$ cat src/rtl/vwr_pkg.sv
`timescale 1ns/1ps
package vwr_pkg;
  typedef enum logic [2:0] {
    OP_IDLE,
    OP_WRITE,
    OP_BLOCK,
    OP_LD_COLOR,
    OP_LD_MASK
  } col_op_e;
endpackage

$ cat src/rtl/vwr_bit_ram.sv
`timescale 1ns/1ps
// One bit plane of one column lane; simple dual-port, registered read.
module vwr_bit_ram #(
  parameter int AW = 6
) (
  input  logic          clk,
  input  logic          we,
  input  logic [AW-1:0] waddr,
  input  logic          wbit,
  input  logic [AW-1:0] raddr,
  output logic          rbit
);
  localparam int DEPTH = 1 << AW;

  logic mem [0:DEPTH-1];

  initial begin
    for (int i = 0; i < DEPTH; i++) mem[i] = 1'b0;
  end

  always_ff @(posedge clk) begin
    if (we) mem[waddr] <= wbit;
    rbit <= mem[raddr];
  end
endmodule

$ cat src/rtl/vwr_row_ctx.sv
`timescale 1ns/1ps
// State captured at the row strobe: row, row kind and active plane mask.
module vwr_row_ctx #(
  parameter int ROW_W = 3,
  parameter int DQ_W  = 4
) (
  input  logic             clk,
  input  logic             rst,
  input  logic             row_go,
  input  logic             wr_n,
  input  logic             fn_sel,
  input  logic [ROW_W-1:0] row_in,
  input  logic [DQ_W-1:0]  dq,
  input  logic [DQ_W-1:0]  pmask_q,
  output logic [ROW_W-1:0] row_q,
  output logic             open_q,
  output logic             load_row_q,
  output logic [DQ_W-1:0]  mask_q
);
  always_ff @(posedge clk) begin
    if (rst) begin
      row_q      <= '0;
      open_q     <= 1'b0;
      load_row_q <= 1'b0;
      mask_q     <= '0;
    end else if (row_go) begin
      row_q      <= row_in;
      open_q     <= 1'b1;
      load_row_q <= fn_sel & wr_n;
      if (wr_n)        mask_q <= '1;
      else if (fn_sel) mask_q <= pmask_q;
      else             mask_q <= dq;
    end
  end
endmodule

$ cat src/rtl/vwr_cfg_regs.sv
`timescale 1ns/1ps
// Colour register and stored plane mask; each holds until its load cycle.
module vwr_cfg_regs
  import vwr_pkg::*;
#(
  parameter int DQ_W = 4
) (
  input  logic            clk,
  input  logic            rst,
  input  col_op_e         op,
  input  logic [DQ_W-1:0] dq,
  output logic [DQ_W-1:0] colour_q,
  output logic [DQ_W-1:0] pmask_q
);
  always_ff @(posedge clk) begin
    if (rst) begin
      colour_q <= '0;
      pmask_q  <= '0;
    end else begin
      if (op == OP_LD_COLOR) colour_q <= dq;
      if (op == OP_LD_MASK)  pmask_q  <= dq;
    end
  end
endmodule

$ cat src/rtl/vwr_lane_gate.sv
`timescale 1ns/1ps
// Decodes the column cycle and produces one enable and data bit per lane/plane.
// Vector index is lane*DQ_W + plane.
module vwr_lane_gate
  import vwr_pkg::*;
#(
  parameter int DQ_W  = 4,
  parameter int GRP_W = 2
) (
  input  logic                 col_go,
  input  logic                 row_go,
  input  logic                 open_q,
  input  logic                 load_row_q,
  input  logic                 wr_n,
  input  logic                 fn_sel,
  input  logic [GRP_W-1:0]     col_lo,
  input  logic [DQ_W-1:0]      dq,
  input  logic [DQ_W-1:0]      mask_q,
  input  logic [DQ_W-1:0]      colour_q,
  output col_op_e              op,
  output logic [DQ_W*DQ_W-1:0] we_vec,
  output logic [DQ_W*DQ_W-1:0] wbit_vec
);
  logic active;

  always_comb begin
    active = col_go && !row_go && open_q && !wr_n;
    if (!active)         op = OP_IDLE;
    else if (load_row_q) op = fn_sel ? OP_LD_COLOR : OP_LD_MASK;
    else                 op = fn_sel ? OP_BLOCK : OP_WRITE;
  end

  always_comb begin
    we_vec   = '0;
    wbit_vec = '0;
    for (int b = 0; b < DQ_W; b++) begin
      for (int p = 0; p < DQ_W; p++) begin
        case (op)
          OP_WRITE: begin
            we_vec[b*DQ_W+p]   = (col_lo == GRP_W'(b)) && mask_q[p];
            wbit_vec[b*DQ_W+p] = dq[p];
          end
          OP_BLOCK: begin
            we_vec[b*DQ_W+p]   = dq[b] && mask_q[p];
            wbit_vec[b*DQ_W+p] = colour_q[p];
          end
          default: ;
        endcase
      end
    end
  end
endmodule

$ cat src/rtl/vram_write_unit.sv
`timescale 1ns/1ps
module vram_write_unit
  import vwr_pkg::*;
#(
  parameter int ROW_W = 3,
  parameter int COL_W = 5,
  parameter int DQ_W  = 4,
  localparam int ADDR_W = (ROW_W > COL_W) ? ROW_W : COL_W,
  localparam int RA_W   = ROW_W + COL_W
) (
  input  logic              clk,
  input  logic              rst,
  input  logic              row_go,
  input  logic              col_go,
  input  logic              wr_n,
  input  logic              fn_sel,
  input  logic [ADDR_W-1:0] addr,
  input  logic [DQ_W-1:0]   dq,
  input  logic [RA_W-1:0]   rd_addr,
  output logic [DQ_W-1:0]   rd_data
);
  localparam int GRP_W = $clog2(DQ_W);
  localparam int BAW   = RA_W - GRP_W;
  localparam int NBIT  = DQ_W * DQ_W;

  logic [ROW_W-1:0] row_q;
  logic             open_q;
  logic             load_row_q;
  logic [DQ_W-1:0]  mask_q;
  logic [DQ_W-1:0]  colour_q;
  logic [DQ_W-1:0]  pmask_q;
  col_op_e          op;
  logic [NBIT-1:0]  we_vec;
  logic [NBIT-1:0]  wbit_vec;
  logic [NBIT-1:0]  rbit_vec;
  logic [BAW-1:0]   waddr;
  logic [GRP_W-1:0] rsel_q;
  logic [DQ_W-1:0]  rd_word;

  vwr_row_ctx #(.ROW_W(ROW_W), .DQ_W(DQ_W)) u_row (
    .clk(clk), .rst(rst), .row_go(row_go), .wr_n(wr_n), .fn_sel(fn_sel),
    .row_in(addr[ROW_W-1:0]), .dq(dq), .pmask_q(pmask_q),
    .row_q(row_q), .open_q(open_q), .load_row_q(load_row_q), .mask_q(mask_q)
  );

  vwr_cfg_regs #(.DQ_W(DQ_W)) u_cfg (
    .clk(clk), .rst(rst), .op(op), .dq(dq),
    .colour_q(colour_q), .pmask_q(pmask_q)
  );

  vwr_lane_gate #(.DQ_W(DQ_W), .GRP_W(GRP_W)) u_gate (
    .col_go(col_go), .row_go(row_go), .open_q(open_q), .load_row_q(load_row_q),
    .wr_n(wr_n), .fn_sel(fn_sel), .col_lo(addr[GRP_W-1:0]), .dq(dq),
    .mask_q(mask_q), .colour_q(colour_q),
    .op(op), .we_vec(we_vec), .wbit_vec(wbit_vec)
  );

  assign waddr = {row_q, addr[COL_W-1:GRP_W]};

  for (genvar b = 0; b < DQ_W; b++) begin : g_lane
    for (genvar p = 0; p < DQ_W; p++) begin : g_plane
      vwr_bit_ram #(.AW(BAW)) u_ram (
        .clk(clk), .we(we_vec[b*DQ_W+p]), .waddr(waddr),
        .wbit(wbit_vec[b*DQ_W+p]), .raddr(rd_addr[RA_W-1:GRP_W]),
        .rbit(rbit_vec[b*DQ_W+p])
      );
    end
  end

  always_comb begin
    rd_word = '0;
    for (int b = 0; b < DQ_W; b++) begin
      if (rsel_q == GRP_W'(b)) rd_word = rbit_vec[b*DQ_W +: DQ_W];
    end
  end

  always_ff @(posedge clk) begin
    if (rst) begin
      rsel_q  <= '0;
      rd_data <= '0;
    end else begin
      rsel_q  <= rd_addr[GRP_W-1:0];
      rd_data <= rd_word;
    end
  end
endmodule

$ cat config.mk
export PLATFORM = sky130hd
export DESIGN_NAME = vram_write_unit
export DESIGN_NICKNAME = d
export VERILOG_FILES = /design/src/rtl/vwr_pkg.sv /design/src/rtl/vwr_bit_ram.sv /design/src/rtl/vwr_row_ctx.sv /design/src/rtl/vwr_cfg_regs.sv /design/src/rtl/vwr_lane_gate.sv /design/src/rtl/vram_write_unit.sv
export SDC_FILE = /design/constraint.sdc
export NUM_CORES = 1
export LEC_CHECK = 0
export BUFFER_PORTS_ARGS = -buffer_cell sky130_fd_sc_hd__clkbuf_2
export CAP_MARGIN = 0
export CORE_MARGIN = 4
export CORE_UTILIZATION = 60
export CTS_CLUSTER_DIAMETER = 150
export CTS_CLUSTER_SIZE = 10
export DETAILED_ROUTE_END_ITERATION = 8
export PLACE_DENSITY = 0.74
export SYNTH_ARGS = -nofsm -noshare
export SYNTH_HDL_FRONTEND = slang
export SYNTH_SLANG_ARGS = --single-unit
$ cat constraint.sdc
create_clock -name clk -period 21.6 [get_ports clk]
set_input_delay 1.08 -clock clk [delete_from_list [all_inputs] [get_ports clk]]
set_output_delay 1.08 -clock clk [all_outputs]
set_load 0.02 [all_outputs]
==> impl_metrics.json <==
{
  "cpPeakStageDelay_ns": 0.94,
  "crit_chain": "clkbuf_2, inv_1, ha_1, nor2b_1, a22oi_1, nor2_4, buf_4, buf_4",
  "synth-simple-area-share_pct": 11.4,
  "grt_pass1_vias": 26713,
  "numClockSinks": 1063,
  "cts_root_buffer": "clkbuf_16",
  "slew_violations": 3,
  "synthMuxAreaShare_pct": 13.1,
  "grt_max_degree": 257,
  "relSlewSlack_pct": -0.661,
  "synth_edf_count": 1024,
  "cts_resized": 0,
  "fin_skew_ns": 0.0224,
  "synth_fa_ha_area_share_pct": 0.0275,
  "synthTopCellsByCount": "1059 x nor2_1, 1024 x edfxtp_1, 217 x mux4_2",
  "place_hpwl_mm": 63.7,
  "initial_core_util_pct": 60.9,
  "place_inst": 3846,
  "die_width_um": 284,
  "grt_overflow": 0,
  "drt_iter0_drc": 3757,
  "drive_above_1_share_pct": 15.0,
  "yosysTopAreaCell": "edfxtp_1",
  "power_leakage_nw": 11.9,
  "synth_top_family_by_area": "multiplexers",
  "core_region_area_sq_um": 74800,
  "r2r_slack_ns": 17.27,
  "worstSetupPathType": "in -> reg",
  "syn_area_sq_um": 45600,
  "hold_viol_final": 0,
  "synthCells": 3096,
  "die_h_um": 284,
  "wire_per_inst_um": 28.1,
  "final.setup.worst_slack_ns": 16.89,
  "maxCapViolCount": 1,
  "final_cells": 4034,
  "status": "finished, violations left",
  "track_usage_pct": 28.2,
  "first_pass_iters": 5,
  "synth_compound_area_share_pct": 3.08,
  "synth_most_common_cell": "nor2_1",
  "ys_types": 57,
  "htreeDepth": 3,
  "clock_latency_ns": 0.67,
  "crit_arrival_ns": 5.02,
  "grt_first_pass_wirelength_mm": 170,
  "hp-class": "reg -> reg",
  "endpoint_kind": "flop",
  "hold_buffers": 0,
  "ys_warn_count": 0,
  "synth_area_leaders": "edfxtp_1 67%, mux4_2 11%, nor2_1 8.7%",
  "ioPinCount": 27,
  "syn_avg_cell_area_sq_um": 14.7,
  "post-route-min-period_ns": 4.71,
  "setup_viol": 0,
  "crit_fanout": 110,
  "routed_wl_mm": 113,
  "num_vias": 26717,
  "gp_congestion": 0.880,
  "crit_buf_inv": 4,
  "cts_tree": "yes",
  "drc": 0,
  "clkTransAtPathRegs_ns": 0.06,
  "power.density_nw_per_um2": 83.9,
  "antenna_found_initial": 5,
  "ir_drop_mv": 0.0694,
  "cts_setup_buffers": 0,
  "syn_to_final_growth_pct": 7.70,
  "die-area_sq_um": 80400,
  "port_buffers": 26,
  "rows": 100,
  "fmax_ghz": 0.212,
  "synth_top_area_share_pct": 67.5,
  "critical_path.top_delay_family": "buffers and inverters",
  "tightest_slew_ns": 1.50,
  "cts-root-to-sink-buffers": 3,
  "synth-main-ff-cell": "edfxtp_1",
  "postRouteAntennaNets": 0,
  "required_ns": 21.92,
  "via_per_inst": 6.62,
  "nets": 3019,
  "synthArstFlopShare_pct": 0,
  "fin_util_pct": 65.6,
  "fin_setup_tns_ns": 0,
  "synth_xor_area_share_pct": 0,
  "ys_ff_latch": 1063,
  "numCtsBuffers": 116,
  "layout_worst_path_cycle_share_pct": 21.8,
  "rsz0062_at_grt": "no",
  "violations": "max-capacitance violations, max-slew violations",
  "crit_path_start_kind": "input pin",
  "seq_area_frac_synth_pct": 69.2,
  "path_common_cell": "buf_4",
  "synth_nets": 3120,
  "post-place-ws_ns": 16.33,
  "cpMaxStageDelayCell": "nor2_4"
}
==> power breakdown <==
part	total, W	switching [W]	internal, W
Sequential	0.00224	0.00000651	0.00223
Combinational	0.000128	0.0000874	0.0000411
Clock	0.00175	0.000745	0.00100
==> stage by stage <==
| stage | hold WS (ns) | total power [W] | instance area [sq um] |
|---|---|---|---|
| floorplan | 0.427 | 0.00237 | 45600 |
| detailed placement | 0.462 | 0.00241 | 45800 |
| global placement | 0.440 | 0.00241 | 45800 |
| finish | 0.476 | 0.00412 | 49100 |
| global route | 0.511 | 0.00423 | 49100 |
| CTS | 0.472 | 0.00413 | 49100 |
==> cell families after synthesis <==
family / count (synthesis)
AND/OR/NAND/NOR: 1245
multiplexers: 319
buffers and inverters: 278
flip-flops: 1063
adder cells (fa/ha/maj): 1
AO/OA/AOI/OAI: 190
==> layout make-up <==
class                      count  area [sq um]
tap                          969          1210
antenna                        4          10.0
timing repair buffer          57           442
clock buffer                 182          3210
multi-input combinational   1755         12600
sequential                  1063         31500
fill                        5120         25800
inverter                       2          7.51
clock inverter                 2          17.5
==> layer usage <==
metal / up-vias / GRT usage [%] / wire, um
met5: - / 0 / 0
li1: 11214 / - / -
met1: 13635 / 37.9 / 40400
met2: 1587 / 44.9 / 54500
met4: 0 / 12.4 / 5190
met3: 281 / 6.66 / 13200
==> tightest hold or removal path, stage by stage, from the launching register on <==
cell	delay [ns]
dfxtp_1	0.31
nand2b_1	0.06
a21oi_1	0.05
==> layout by cell type, fill, tap and decap left out, drive strengths merged, types with 30 or more instances in the layout <==
cell | Yosys | routed
nor2 | 1060 | 1060
buf | 177 | 33
mux2i | 75 | 75
o22ai | 48 | 48
nand2 | 78 | 78
mux4 | 218 | 218
dfxtp | 39 | 39
clkbuf | 99 | 206
o221ai | 30 | 30
edfxtp | 1024 | 1024
==> state kept, by name, summed over array words and instances, names as in the netlist <==
| signal | cells |
|---|---|
| u_row.row_q | 3 |
| rd_data | 4 |
| g_lane.g_plane.u_ram.mem | 1024 |
| u_row.open_q | 1 |
| u_cfg.pmask_q | 4 |
| u_row.load_row_q | 1 |
| u_cfg.colour_q | 4 |
| rsel_q | 2 |
| u_row.mask_q | 4 |
| g_lane.g_plane.u_ram.rbit | 16 |
==> final timing paths <==
check / start / endpoint / cells past startpoint
max: fn_sel / g_lane[2].g_plane[2].u_ram.mem[23] / 8
min reg2reg: u_row.load_row_q / u_row.load_row_q / 2
min: u_row.load_row_q / u_row.load_row_q / 2
max reg2reg: u_row.load_row_q / g_lane[2].g_plane[2].u_ram.mem[23] / 6
No activity file was read; power rests on OpenSTA's default activity.
